--- src/rtl/scc_pkg.sv ---
package scc_pkg;

    typedef enum logic [2:0] {
        MC_NONE    = 3'd0,
        MC_PTR_RST = 3'd1,
        MC_RX_RST  = 3'd2,
        MC_TX_RST  = 3'd3,
        MC_ERR_CLR = 3'd4,
        MC_BRK_CLR = 3'd5,
        MC_RSV6    = 3'd6,
        MC_RSV7    = 3'd7
    } misc_cmd_e;

    typedef enum logic [1:0] {
        EN_KEEP = 2'd0,
        EN_ON   = 2'd1,
        EN_OFF  = 2'd2,
        EN_BAD  = 2'd3
    } en_req_e;

    typedef struct packed {
        logic      spare;
        misc_cmd_e misc;
        en_req_e   tx_req;
        en_req_e   rx_req;
    } cmd_word_t;

    localparam int CMD_W = $bits(cmd_word_t);

    typedef struct packed {
        logic ptr_rst;
        logic rx_rst;
        logic tx_rst;
        logic err_clr;
        logic brk_clr;
    } cmd_pulse_t;

    function automatic cmd_pulse_t decode_misc(misc_cmd_e m);
        cmd_pulse_t p;
        p = '0;
        case (m)
            MC_PTR_RST: p.ptr_rst = 1'b1;
            MC_RX_RST:  p.rx_rst  = 1'b1;
            MC_TX_RST:  p.tx_rst  = 1'b1;
            MC_ERR_CLR: p.err_clr = 1'b1;
            MC_BRK_CLR: p.brk_clr = 1'b1;
            default:    p = '0;
        endcase
        return p;
    endfunction

    // Unit reset dominates any enable request in the same write.
    function automatic logic next_enable(logic cur, logic unit_rst, en_req_e req);
        if (unit_rst)
            return 1'b0;
        case (req)
            EN_ON:   return 1'b1;
            EN_OFF:  return 1'b0;
            default: return cur;
        endcase
    endfunction

endpackage

--- src/rtl/scc_mode_bank.sv ---
module scc_mode_bank #(
    parameter int          DATA_W  = 8,
    parameter logic [7:0]  MR1_RST = 8'h00,
    parameter logic [7:0]  MR2_RST = 8'h00
) (
    input  logic              clk,
    input  logic              rst,
    input  logic              acc,
    input  logic              wr_en,
    input  logic [DATA_W-1:0] wdata,
    input  logic              ptr_clr,
    output logic [DATA_W-1:0] mode1,
    output logic [DATA_W-1:0] mode2,
    output logic              ptr_sel,
    output logic [DATA_W-1:0] rd_val
);
    localparam int NREG = 2;

    logic [DATA_W-1:0] regs_q [NREG];
    logic              ptr_q;

    for (genvar g = 0; g < NREG; g++) begin : g_reg
        localparam logic [DATA_W-1:0] RST_V =
            (g == 0) ? DATA_W'(MR1_RST) : DATA_W'(MR2_RST);
        always_ff @(posedge clk) begin
            if (rst)
                regs_q[g] <= RST_V;
            else if (acc && wr_en && (int'(ptr_q) == g))
                regs_q[g] <= wdata;
        end
    end

    always_ff @(posedge clk) begin
        if (rst)
            ptr_q <= 1'b0;
        else if (ptr_clr)
            ptr_q <= 1'b0;
        else if (acc)
            ptr_q <= 1'b1;
    end

    assign mode1   = regs_q[0];
    assign mode2   = regs_q[1];
    assign ptr_sel = ptr_q;
    assign rd_val  = regs_q[ptr_q];
endmodule

--- src/rtl/scc_cmd_decode.sv ---
module scc_cmd_decode
    import scc_pkg::*;
(
    input  logic       clk,
    input  logic       rst,
    input  logic       cmd_wr,
    input  cmd_word_t  cmd,
    output cmd_pulse_t now,
    output cmd_pulse_t pulse_q
);
    always_comb begin
        now = cmd_wr ? decode_misc(cmd.misc) : '0;
    end

    always_ff @(posedge clk) begin
        if (rst)
            pulse_q <= '0;
        else
            pulse_q <= now;
    end
endmodule

--- src/rtl/scc_enable_ctl.sv ---
module scc_enable_ctl
    import scc_pkg::*;
(
    input  logic       clk,
    input  logic       rst,
    input  logic       cmd_wr,
    input  cmd_word_t  cmd,
    input  cmd_pulse_t now,
    output logic       rx_en,
    output logic       tx_en
);
    localparam int NUNIT = 2;

    logic    en_q      [NUNIT];
    en_req_e req_v     [NUNIT];
    logic    unit_rst  [NUNIT];

    assign req_v[0]    = cmd.rx_req;
    assign req_v[1]    = cmd.tx_req;
    assign unit_rst[0] = now.rx_rst;
    assign unit_rst[1] = now.tx_rst;

    for (genvar g = 0; g < NUNIT; g++) begin : g_unit
        always_ff @(posedge clk) begin
            if (rst)
                en_q[g] <= 1'b0;
            else if (cmd_wr)
                en_q[g] <= next_enable(en_q[g], unit_rst[g], req_v[g]);
        end
    end

    assign rx_en = en_q[0];
    assign tx_en = en_q[1];
endmodule

--- src/rtl/scc_ctrl_regs.sv ---
module scc_ctrl_regs
    import scc_pkg::*;
#(
    parameter int DATA_W    = 8,
    parameter int ADDR_W    = 2,
    parameter int MODE_ADDR = 0,
    parameter int CMD_ADDR  = 2
) (
    input  logic              clk,
    input  logic              rst,
    input  logic              cs,
    input  logic [ADDR_W-1:0] addr,
    input  logic              wr,
    input  logic              rd,
    input  logic [DATA_W-1:0] wdata,
    output logic [DATA_W-1:0] rdata,
    output logic [DATA_W-1:0] mode1,
    output logic [DATA_W-1:0] mode2,
    output logic              ptr_sel,
    output logic              rx_en,
    output logic              tx_en,
    output logic              rx_rst_pulse,
    output logic              tx_rst_pulse,
    output logic              err_clr_pulse,
    output logic              brk_clr_pulse
);
    localparam logic [ADDR_W-1:0] MODE_A = ADDR_W'(MODE_ADDR);
    localparam logic [ADDR_W-1:0] CMD_A  = ADDR_W'(CMD_ADDR);

    logic              hit_mode;
    logic              hit_cmd;
    logic              mode_acc;
    logic              cmd_wr;
    cmd_word_t         cmd;
    cmd_pulse_t        now;
    cmd_pulse_t        pulse_q;
    logic [DATA_W-1:0] mode_rd;

    assign hit_mode = cs && (addr == MODE_A);
    assign hit_cmd  = cs && (addr == CMD_A);
    assign mode_acc = hit_mode && (rd || wr);
    assign cmd_wr   = hit_cmd && wr;
    assign cmd      = cmd_word_t'(wdata[CMD_W-1:0]);

    scc_cmd_decode u_dec (
        .clk     (clk),
        .rst     (rst),
        .cmd_wr  (cmd_wr),
        .cmd     (cmd),
        .now     (now),
        .pulse_q (pulse_q)
    );

    scc_mode_bank #(.DATA_W(DATA_W)) u_bank (
        .clk     (clk),
        .rst     (rst),
        .acc     (mode_acc),
        .wr_en   (wr),
        .wdata   (wdata),
        .ptr_clr (now.ptr_rst),
        .mode1   (mode1),
        .mode2   (mode2),
        .ptr_sel (ptr_sel),
        .rd_val  (mode_rd)
    );

    scc_enable_ctl u_en (
        .clk    (clk),
        .rst    (rst),
        .cmd_wr (cmd_wr),
        .cmd    (cmd),
        .now    (now),
        .rx_en  (rx_en),
        .tx_en  (tx_en)
    );

    always_comb begin
        rdata = '0;
        if (hit_mode && rd)
            rdata = mode_rd;
    end

    assign rx_rst_pulse  = pulse_q.rx_rst;
    assign tx_rst_pulse  = pulse_q.tx_rst;
    assign err_clr_pulse = pulse_q.err_clr;
    assign brk_clr_pulse = pulse_q.brk_clr;
endmodule

--- config.mk ---
export PLATFORM = sky130hd
export DESIGN_NAME = scc_ctrl_regs
export DESIGN_NICKNAME = d
export VERILOG_FILES = /design/src/rtl/scc_pkg.sv /design/src/rtl/scc_mode_bank.sv /design/src/rtl/scc_cmd_decode.sv /design/src/rtl/scc_enable_ctl.sv /design/src/rtl/scc_ctrl_regs.sv
export SDC_FILE = /design/constraint.sdc
export NUM_CORES = 1
export LEC_CHECK = 0
export BUFFER_PORTS_ARGS = -buffer_cell sky130_fd_sc_hd__buf_2
export CAP_MARGIN = 15
export CORE_MARGIN = 2
export CORE_UTILIZATION = 30
export DETAILED_ROUTE_END_ITERATION = 8
export PLACE_DENSITY = 0.53
export SLEW_MARGIN = 15
export SYNTH_ARGS = -nofsm -noshare
export SYNTH_HDL_FRONTEND = slang
export SYNTH_SLANG_ARGS = --single-unit
--- constraint.sdc ---
create_clock -name clk -period 1.5 [get_ports clk]
set_input_delay 0.225 -clock clk [delete_from_list [all_inputs] [get_ports clk]]
set_output_delay 0.225 -clock clk [all_outputs]
set_load 0.01 [all_outputs]
# --- Yosys cells after proc, flatten, opt, wreduce, memory -nomap -nowiden ---
# Memories as Yosys holds them, arrays and structs flattened. A register that Yosys moved wholly into a read port is not among the register bits.
# Cells that the tools add are included.
classes:
  reduce_logical: 12
  mux: 40
  bitwise_logic: 6
  n_eq_ne: 10
ops:
  columns: ["op", "count"]
  rows:
  - ["$mux 1", 34]
  - ["$mux 8", 3]
  - ["$logic_and 1x1->1", 8]
  - ["$eq 2x2->1 const B", 3]
  - ["$eq 3x2->1 const B", 2]
  - ["$eq 3x3->1 const B", 2]
  - ["$mux 5", 1]
  - ["$eq 2x1->1 const B", 2]
  - ["$or 1x1->1", 4]
  - ["$pmux 1 s2", 2]
  - ["$reduce_or 2->1", 2]
  - ["$eq 3x1->1 const B", 1]
  - ["$logic_not 2->1", 1]
  - ["$not 1->1", 2]
  - ["$logic_or 1x1->1", 1]
word_totals:
  inputBits: 15
  ff_bits: 5
  mem_bits_rw: 18
  n_memories: 2
memory_table:
  columns: ["name", "words", "width", "rd", "rd_ports_with_merged_regs", "wr", "line", "source"]
  rows:
  - ["u_bank.regs_q", 2, 8, 3, 1, 2, "scc_mode_bank.sv:19", "logic [DATA_W-1:0] regs_q [NREG];"]
  - ["u_en.en_q", 2, 1, 2, 0, 2, "scc_enable_ctl.sv:14", "logic en_q [NUNIT];"]

# --- Logic depth before layout (Yosys ltp) ---
# Gate-level depths: netlist of the first run.
depth:
  word_depth: 11
  ltp_mapped: 4
  depth_no_buf: 4

# --- Hierarchy ---
# From an unflattened synthesis of the first run, not the netlist that was laid out.
unflattened:
  cells_unflattened: 98
  area_unflattened_um2: 1266.2
modules_own_cells:
  columns: ["mod", "n_inst", "cells_per_inst", "area_per_inst_um2", "seq_area_each_um2"]
  rows:
  - ["scc_mode_bank", 1, 53, 797.0, 520.5]
  - ["scc_cmd_decode", 1, 20, 216.5, 100.1]
  - ["scc_enable_ctl", 1, 13, 156.4, 60.1]
  - ["scc_ctrl_regs", 1, 12, 96.3, 0.0]

# --- Worst setup path after synthesis of the first run ---
# OpenSTA, ideal clock, no wires.
synth_timing:
  path_kind: "input -> register"
  from: "in addr[0]"
  to: "mem u_bank.regs_q[0][0], enable pin"
  path_buffers: 0
  arrival_time_ns: 0.973
  required_time_ns: 1.125
  setup_slack_ns: 0.152
  setup_ns: 0.375
  path_stages: 3
  cell_sequence: "nor3b_2 > nand2_1 > o21bai_1"
synth_rtl:
  columns: ["element", "line", "source"]
  rows:
  - ["from (decl)", "scc_ctrl_regs.sv:12", "input logic [ADDR_W-1:0] addr,"]
  - ["to (decl)", "scc_mode_bank.sv:19", null]

==> results.txt, run 1 <==
Number of max-cap violations: 0
Initial cell density of the core: 31.0%
Status: finished clean
Clock sink count: 24
CORE AREA: 0.00366 mm²
Comb pwr share: 13.3%
Synth warnings: 0
CTS root buf: clkbuf_8
Slowest stage delay, CP: 0.31 ns
# H-tree levels: 1
TNS Setup: 0 ns
PwrDens: 882 mW/mm²
Fill count: 364
Worst Path Required: 1.27 ns
Initial antenna violation count: 0
Global route total overflow: 0
M2 GR Usage: 18.6%
IO buf count: 45
Synth cell types: 28
Row count: 22
ANT cells: 0
Most common cell after layout, fill and taps aside: buf_2
Post-synth net total: 107
Finish-stage setup viols: 0
Worst Hold Class: in2reg
Final ANT Viol Nets: 0
Clock Latency Late Sink: 0.26 ns
Worst-path clk slew: 0.08 ns
Longest Clk Path Bufs: 2
Inserted Clock Buffers: 3
Post-DP HPWL: 1890 µm
Met3 usage: 3.42%
CP delay by family, top: buffers and inverters
Clk network pwr share: 29.0%
Crit end category: primary output
CTS tree: built
Setup repair bufs after CTS: 0
Syn-to-layout area delta: 30.6%
Wire length per cell: 12.8 µm
Yosys top cell by area: edfxtp_1
Synth Instances: 91
DRC violation count after routing: 0
Total Routed Length: 2440 µm
Iter 0 DRT Violations: 15
GR Util All Layers: 12.0%
Slew @ Worst Pin: 0.382 ns
First-pass GRT wire length: 3880 µm
CTS resizes: 0
Die area: 0.00430 mm²
Pint: 0.00101 W
Startpoint types: flop
CP bufs+invs: 2
Vias: 852
Switching power: 0.000301 W
Pin count of the biggest net entering global routing: 14
CTS Hold Buffers Added: 0
I/O Pins: 46
Sequential share of power: 57.7%
Vias per inst: 4.48
Critical Path, Cell by Cell: buf_4 > mux2i_1 > nor2_1 > buf_2
Final hold violations: 0
DP Area: 0.00144 mm²
Hold_ws: 0.223 ns
CP Max Fanout: 8
Fin crit share: 93.4%
WS Path Type: reg2out
Die height: 65.5 µm
Worst vdd ir: 0.341 mV
DR pass1 iterations: 3
Post-synthesis cell area: 0.00114 mm²
M1 GR Usage: 16.2%
Synth area leaders: edfxtp_1 48%, dfxtp_1 11%, and2_1 9.4%
Share of post-route cells with drive strength above 1: 42.3%
Die width: 65.5 µm
Reg2Reg Setup Slack: 0.38 ns
Syn Area/Cell: 12.5 µm²
Final Wtd Congestion: 0.695
Post-layout net count: 159
RSZ-0062 raised after global routing: no
Area share of the largest cell type after synthesis: 47.6%
Min Clock Period, post-route: 1.40 ns
Most frequent cells in the layout: 45 x buf_2, 18 x edfxtp_1, 17 x and2_1
Max Slew Vio Count: 0
Sequential share of the synthesized area: 58.1%
Pleak: 0.665 nW
Vias in the first global route: 764
Flops & latches, synth: 24
Fmax: 714 MHz
Crit path max-delay cell type: dfxtp_1
Switching Share: 23.0%
Arr. time, crit path: 1.18 ns
Design Area, Final: 0.00148 mm²
Clock Skew: 0.00467 ns
Gr busiest metal: met2
Layout Utilization: 40.5%
Slew margin rel.: 74.4%
[worst register-to-register path: stages (launching register included)]
cell and delay, ns:
dfxtp_1 0.44, and4b_4 0.27, and2_1 0.17
[per-stage QoR]
step / power, W / setup WS, ns / instances
floorplan: 0.000862 / 0.152 / 91
global route: 0.00137 / 0.0169 / 190
global placement: 0.000943 / 0.167 / 186
finish: 0.00131 / 0.0993 / 190
detailed placement: 0.000948 / 0.154 / 186
CTS: 0.00132 / 0.0998 / 190
[flip-flops by register name, indices dropped and copies added (netlist names), named ones only]
signal / cells
u_dec.pulse_q: 4
u_en.en_q: 2
u_bank.regs_q: 16
u_bank.ptr_sel: 1
[final cells by class]
type,count,area [µm²],share of cell area (%)
Sequential cell,24,661,44.5
Multi-Input combinational cell,63,459,30.9
Timing Repair Buffer,48,248,16.7
Tap cell,48,60.1,4.05
Clock buffer,4,45.0,3.04
Inverter,3,11.3,0.759
[final timing paths]
check,start,endpoint,cells past startpoint
hold / removal,wdata[5],u_dec.pulse_q[1],2
setup / recovery,flop,rdata[0],4
setup reg to reg,u_bank.ptr_sel,u_bank.regs_q[0][2],2
hold reg to reg,u_bank.ptr_sel,u_bank.ptr_sel,1
[layer usage]
layer	share of wire, %	wire (µm)	vias to the layer above
met5	0	0	-
met1	47	1140	384
li1	-	-	429
met4	1.1	27	0
met2	44	1070	35
met3	8.3	203	4
[Yosys cell counts]
| cell type | n |
|---|---|
| edfxtp_1 | 18 |
| and2_1 | 17 |
| nor2_1 | 12 |
| mux2i_1 | 9 |
| dfxtp_1 | 6 |
| inv_1 | 3 |
| a31oi_1 | 2 |
| nand2_1 | 2 |
| nor3b_1 | 2 |
| o22a_1 | 2 |
| a31o_2 | 1 |
| and3_2 | 1 |
| and4_4 | 1 |
| and4b_1 | 1 |
| and4b_4 | 1 |
| clkbuf_2 | 1 |
| ha_1 | 1 |
| nand3_2 | 1 |
| nand3b_1 | 1 |
| nor2b_2 | 1 |
| nor2b_4 | 1 |
| nor3_1 | 1 |
| nor3b_2 | 1 |
| nor4b_2 | 1 |
| o21a_1 | 1 |
| o21ai_0 | 1 |
| o21bai_1 | 1 |
| xnor2_1 | 1 |
[cells by family after synthesis]
family | after synthesis | share of synthesized area [%]
fa+ha+maj | 1 | 1.10
compound gates | 8 | 5.18
flops | 24 | 58.2
mux | 9 | 7.93
simple gates | 44 | 25.4
xor+xnor | 1 | 0.771
buf+inv | 4 | 1.43
[power groups by stage]
stage | Sequential (W) | Clock, W | Combinational [W]
final | 0.000756 | 0.000380 | 0.000174
after global routing | 0.000760 | 0.000414 | 0.000191
after CTS | 0.000756 | 0.000388 | 0.000177
after detailed placement | 0.000772 | 0 | 0.000176
after global placement | 0.000770 | 0 | 0.000173
after floorplan | 0.000782 | 0 | 0.0000795
(Power assumes the default switching activity.)
==> inputs of run 2 (changes only) <==
- SETUP_SLACK_MARGIN: default -> 0.5
==> run 2 against run 1 <==
Compared with the run above: cell count grew 1.6%; via count grew 4.8%; core utilization grew 4.5 points; first-iteration DRC count grew 20%; worst setup slack gained 0.040 ns; worst hold slack lost 0.0092 ns; die area is the same; global-route usage grew 0.66 points; power grew 4.0%; routed wire length grew 5.0%; largest cell class unchanged; largest power group unchanged.
==> results.txt, run 2 (same netlist as run 1, synthesis figures left out) <==
First-pass GRT wire length: 4150 µm (was 3880 µm)
Pre-CTS WS: 0.0599 ns (was 0.154 ns)
Slew @ Worst Pin: 0.234 ns (was 0.382 ns)
IO buf count: 45 (unchanged)
Syn-to-layout area delta: 45.3% (was 30.6%)
Layout Utilization: 45.1% (was 40.5%)
Crit end category: primary output (unchanged)
WS Path Type: reg2out (unchanged)
# H-tree levels: 1 (unchanged)
Largest Register: u_bank.regs_q (unchanged)
Vias per inst: 4.63 (was 4.48)
Worst Path Required: 1.27 ns (about the same)
TNS Setup: 0 ns (unchanged)
Die height: 65.5 µm (unchanged)
Final hold violations: 0 (unchanged)
Final Wtd Congestion: 0.704 (was 0.695)
Comb pwr share: 16.3% (was 13.3%)
Total Routed Length: 2560 µm (was 2440 µm)
Max Slew Vio Count: 0 (unchanged)
Switching power: 0.000321 W (was 0.000301 W)
Routed length on met3: 145 µm (was 203 µm)
DP Area: 0.00146 mm² (was 0.00144 mm²)
Fin crit share: 90.7% (was 93.4%)
CTS tree: built (unchanged)
Fmax: 735 MHz (was 714 MHz)
Final ANT Viol Nets: 0 (unchanged)
Clock Latency Late Sink: 0.25 ns (was 0.26 ns)
Iter 0 DRT Violations: 18 (was 15)
ANT cells: 0 (unchanged)
Finish-stage setup viols: 0 (unchanged)
DR pass1 iterations: 4 (was 3)
Row count: 22 (unchanged)
Largest regs: u_bank.regs_q: 16 flops, u_dec.pulse_q: 4 flops, u_en.en_q: 2 flops (unchanged)
Max reg flops: 16 (unchanged)
Post-layout net count: 162 (was 159)
Vias: 893 (was 852)
DRC violation count after routing: 0 (unchanged)
Pint: 0.00104 W (was 0.00101 W)
Startpoint types: flop (unchanged)
Arr. time, crit path: 1.14 ns (was 1.18 ns)
Initial antenna violation count: 0 (unchanged)
Most frequent cells in the layout: 41 x buf_2, 18 x edfxtp_1, 12 x and2_1 (was 45 x buf_2, 18 x edfxtp_1, 17 x and2_1)
Top Metal Used: met4 (unchanged)
Sequential share of power: 55.8% (was 57.7%)
Switching Share: 23.5% (was 23.0%)
Most common cell after layout, fill and taps aside: buf_2 (unchanged)
Initial cell density of the core: 31.0% (unchanged)
CORE AREA: 0.00366 mm² (unchanged)
Worst-path clk slew: 0.08 ns (about the same)
Design Area, Final: 0.00165 mm² (was 0.00148 mm²)
Share of post-route cells with drive strength above 1: 53.8% (was 42.3%)
CP Max Fanout: 8 (unchanged)
Die width: 65.5 µm (unchanged)
RSZ-0062 raised after global routing: yes (was no)
Clk network pwr share: 27.9% (was 29.0%)
Post-DP HPWL: 1870 µm (was 1890 µm)
Wire length per cell: 13.3 µm (was 12.8 µm)
Die area: 0.00430 mm² (unchanged)
Pin count of the biggest net entering global routing: 14 (unchanged)
Fill count: 341 (was 364)
Pleak: 0.728 nW (was 0.665 nW)
Clock Skew: 0.00333 ns (was 0.00467 ns)
Number of max-cap violations: 0 (unchanged)
Worst Hold Class: in2reg (unchanged)
I/O Pins: 46 (unchanged)
CTS Hold Buffers Added: 0 (unchanged)
Status: finished clean (unchanged)
Min Clock Period, post-route: 1.36 ns (was 1.40 ns)
Slew margin rel.: 84.4% (was 74.4%)
Worst vdd ir: 0.426 mV (was 0.341 mV)
Longest Clk Path Bufs: 2 (unchanged)
Global route total overflow: 0 (unchanged)
CTS root buf: clkbuf_8 (unchanged)
PwrDens: 825 mW/mm² (was 882 mW/mm²)
Vias in the first global route: 869 (was 764)
Metal-1 WL: 1200 µm (was 1140 µm)
GR Util All Layers: 12.7% (was 12.0%)
Setup ws final: 0.140 ns (was 0.0993 ns)
Inserted Clock Buffers: 3 (unchanged)
WL met2: 1200 µm (was 1070 µm)
Clock sink count: 24 (unchanged)
==> run 2: changes by cell type in the layout (fill, tap and decap cells not counted), moves of 3 or more <==
cell,delta
nor2_2,+4
buf_8,+3
and2_1,-5
buf_6,+3
buf_2,-4
and2_4,+5
nor2_1,-4
==> run 2: critical path, stage by stage, from the launching register on <==
cell	delay [ns]
dfxtp_2	0.34
buf_8	0.14
mux2i_1	0.21
nor2_2	0.06
buf_2	0.14
==> run 2: power by group through the flow <==
| stage | registers [W] | clock network, W | logic [W] |
|---|---|---|---|
| final | 0.000760 | 0.000380 | 0.000222 |
| after global placement | 0.000772 | 0 | 0.000178 |
| after CTS | 0.000761 | 0.000392 | 0.000207 |
| after floorplan | 0.000784 | 0 | 0.0000876 |
| after detailed placement | 0.000773 | 0 | 0.000182 |
| after global routing | 0.000765 | 0.000431 | 0.000240 |
==> run 2: path summary, 6_finish.rpt <==
kind | from | end | slack, ns | cells after the start
setup reg to reg | u_bank.ptr_sel | u_bank.regs_q[0][7] | 0.44 | 2
hold / removal | wdata[4] | u_dec.pulse_q[1] | 0.21 | 2
hold reg to reg | u_bank.ptr_sel | flop | 0.57 | 1
setup / recovery | flop | rdata[3] | 0.14 | 4
==> run 2: through the flow <==
stage                     total power (W)  std cells  hold slack (ns)
after CTS                         0.00136        191            0.206
after global routing              0.00144        193            0.216
after global placement           0.000950        184            0.482
final                             0.00136        193            0.213
after floorplan                  0.000872         91            0.296
after detailed placement         0.000955        184            0.486
==> run 2: cell type report <==
| class | count | area, µm² | share of cell area, % |
|---|---|---|---|
| Sequential cell | 24 | 666 | 40.3 |
| Clock buffer | 4 | 45.0 | 2.73 |
| Inverter | 3 | 11.3 | 0.682 |
| Timing Repair Buffer | 51 | 327 | 19.8 |
| Multi-Input combinational cell | 63 | 542 | 32.8 |
| Tap cell | 48 | 60.1 | 3.64 |
==> run 2: repair_timing <==
| item | in CTS | in global routing |
|---|---|---|
| pin swaps | 9 | 8 |
| endpoints found under the hold margin | 0 | 0 |
| gates resized for setup | 13 | 12 |
| endpoints found under the setup margin | 51 | 52 |
| buffers inserted | 3 | 2 |
==> run 2: layer usage <==
layer  up-vias  track usage, %
li1        435               -
met1       427            16.0
met2        29            22.2
met3         2            2.57
met4         0            3.13
met5         -               0
==> inputs of run 3 (changes only) <==
- REMOVE_ABC_BUFFERS: default -> 1
==> run 3 against run 2 <==
Compared with the run above: clock power is essentially flat; fmax shrank 0.18%; non-clock buffer count grew 2; register-to-register slack is essentially flat; sequential power is essentially flat; clock-buffer cell count is the same; cell area shrank 3.0%; global-route usage grew 0.61 points; die area is the same.
==> results.txt, run 3 (same netlist as run 1, synthesis figures left out) <==
CORE AREA: 0.00366 mm² (unchanged)
Pint: 0.00104 W (about the same)
CP delay by family, top: flip-flops (unchanged)
CTS root buf: clkbuf_8 (unchanged)
Status: finished clean (unchanged)
DRC violation count after routing: 0 (unchanged)
FF-to-FF Start: u_bank.ptr_sel (unchanged)
Pin count of the biggest net entering global routing: 14 (unchanged)
Share of post-route cells with drive strength above 1: 50.3% (was 53.8%)
R2r endpoint: u_bank.regs_q[0][5] (was u_bank.regs_q[0][7])
Most common cell after layout, fill and taps aside: buf_2 (unchanged)
TNS Setup: 0 ns (unchanged)
Iter 0 DRT Violations: 15 (was 18)
Post-DP HPWL: 1850 µm (was 1870 µm)
Fin crit share: 90.9% (was 90.7%)
Clk network pwr share: 28.1% (was 27.9%)
Register Area: 666 µm² (unchanged)
PwrDens: 844 mW/mm² (was 825 mW/mm²)
Arr. time, crit path: 1.14 ns (about the same)
Slowest stage delay, CP: 0.34 ns (about the same)
Vias in the first global route: 860 (was 869)
Switching Share: 23.2% (was 23.5%)
Initial cell density of the core: 31.0% (unchanged)
Largest regs: u_bank.regs_q: 16 flops, u_dec.pulse_q: 4 flops, u_en.en_q: 2 flops (unchanged)
Hold depth: 2 (unchanged)
Cells after DPL: 186 (was 184)
Worst vdd ir: 0.302 mV (was 0.426 mV)
Final ANT Viol Nets: 0 (unchanged)
Largest Register: u_bank.regs_q (unchanged)
Wire length per cell: 13.7 µm (was 13.3 µm)
Reg2Reg Setup Slack: 0.45 ns (was 0.44 ns)
Die area: 0.00430 mm² (unchanged)
Slew margin rel.: 72.7% (was 84.4%)
WS Path Type: reg2out (unchanged)
Comb pwr share: 15.9% (was 16.3%)
Finish-stage setup viols: 0 (unchanged)
# H-tree levels: 1 (unchanged)
CP bufs+invs: 2 (unchanged)
Multi-input logic area: 493 µm² (was 542 µm²)
Max reg flops: 16 (unchanged)
Crit end category: primary output (unchanged)
CP Max Fanout: 8 (unchanged)
Pleak: 0.718 nW (was 0.728 nW)
Clock Latency Late Sink: 0.26 ns (was 0.25 ns)
IO buf count: 45 (unchanged)
Final hold violations: 0 (unchanged)
First-pass GRT wire length: 4220 µm (was 4150 µm)
Fmax: 734 MHz (was 735 MHz)
Clock sink count: 24 (unchanged)
Clock Skew: 0.00782 ns (was 0.00333 ns)
CTS tree: built (unchanged)
Vias per inst: 4.60 (was 4.63)
Most frequent cells in the layout: 41 x buf_2, 18 x edfxtp_1, 13 x and2_1 (was 41 x buf_2, 18 x edfxtp_1, 12 x and2_1)
ANT cells: 0 (unchanged)
Total Routed Length: 2670 µm (was 2560 µm)
Worst-path clk slew: 0.08 ns (about the same)
Startpoint types: flop (unchanged)
Row count: 22 (unchanged)
Worst Path Required: 1.27 ns (about the same)
Final Wtd Congestion: 0.796 (was 0.704)
Max Slew Vio Count: 0 (unchanged)
Initial antenna violation count: 0 (unchanged)
Critical Path, Cell by Cell: buf_8 > mux2i_1 > nor2_1 > buf_2 (was buf_8 > mux2i_1 > nor2_2 > buf_2)
Post-layout net count: 164 (was 162)
Longest Clk Path Bufs: 2 (unchanged)
Global route total overflow: 0 (unchanged)
Sequential share of power: 56.1% (was 55.8%)
Switching power: 0.000313 W (was 0.000321 W)
Syn-to-layout area delta: 40.9% (was 45.3%)
Post-Layout Cell Count: 195 (was 193)
RSZ-0062 raised after global routing: yes (unchanged)
Hold endpoint: u_dec.pulse_q[1] (unchanged)
Crit path max-delay cell type: dfxtp_2 (unchanged)
Number of max-cap violations: 0 (unchanged)
Min Clock Period, post-route: 1.36 ns (about the same)
Die width: 65.5 µm (unchanged)
DR pass1 iterations: 4 (unchanged)
I/O Pins: 46 (unchanged)
Fill count: 344 (was 341)
Hold Startpoint: wdata[4] (unchanged)
Worst Hold Class: in2reg (unchanged)
Inserted Clock Buffers: 3 (unchanged)
Slew @ Worst Pin: 0.407 ns (was 0.234 ns)
Die height: 65.5 µm (unchanged)
Worst Reg-to-Reg Cells: 2 (unchanged)
GR Util All Layers: 13.3% (was 12.7%)
Stages on worst setup path: 4 (unchanged)
Vias: 897 (was 893)
## run 3: cell count changes in the layout (fill, tap and decap cells not counted), sizes merged
| cell | change |
|---|---|
| buf | +2 |
## run 3: layout make-up
| type | instances | share of cell area (%) |
|---|---|---|
| clock buffers | 4 | 2.81 |
| inverters | 3 | 0.704 |
| multi-input cells | 63 | 30.8 |
| flip-flops and latches | 24 | 41.6 |
| well taps | 48 | 3.75 |
| repair buffers | 53 | 20.3 |
## run 3: how the worst max path moves through the flow
stage / from / end / slack [ns]
floorplan: addr[0] / u_bank.regs_q[0][0] / 0.15
global placement: addr[0] / u_bank.regs_q[0][4] / 0.14
detailed placement: addr[0] / u_bank.regs_q[0][0] / 0.11
CTS: flop / rdata[5] / 0.13
global route: flop / rdata[6] / 0.06
finish: flop / rdata[5] / 0.14
## run 3: power groups by stage
stage,Clock [W],Sequential [W],Combinational [W]
after floorplan,0,0.000790,0.0000696
after global placement,0,0.000769,0.000176
after CTS,0.000389,0.000758,0.000206
after global routing,0.000424,0.000761,0.000233
final,0.000379,0.000758,0.000214
after detailed placement,0,0.000770,0.000178
## run 3: stage by stage
| step | hold WS [ns] | power (W) | util [%] | setup WS [ns] | instance area [µm²] |
|---|---|---|---|---|---|
| 2_1_floorplan | 0.296 | 0.000860 | - | 0.152 | 1130 |
| 4_1_cts | 0.214 | 0.00135 | 42.9 | 0.127 | 1570 |
| 3_3_place_gp | 0.490 | 0.000945 | 39.3 | 0.139 | 1440 |
| 6_report | 0.222 | 0.00135 | 43.7 | 0.137 | 1600 |
| 5_1_grt | 0.219 | 0.00142 | 43.7 | 0.0557 | 1600 |
| 3_5_place_dp | 0.489 | 0.000948 | 39.3 | 0.113 | 1440 |
## run 3: per-layer routing
metal  part of all wire (%)  vias to the layer above  track usage, %
li1                       -                      440               -
met3                    6.2                        5            2.57
met5                      0                        -               0
met4                    2.4                        0            6.25
met1                     43                      420            16.6
met2                     49                       32            22.1
## run 3: worst register-to-register path, delay by kind of cell, from the launching register on
kind	cells	cell delay (ns)
DFF	1	0.37
and+or+nand+nor	2	0.55
## run 3: repair_timing
item | in CTS | in global routing
setup endpoints to repair | 59 | 51
pin swaps | 10 | 7
setup buffers | 3 | 2
gates resized for setup | 18 | 5
hold buffers | 0 | 0
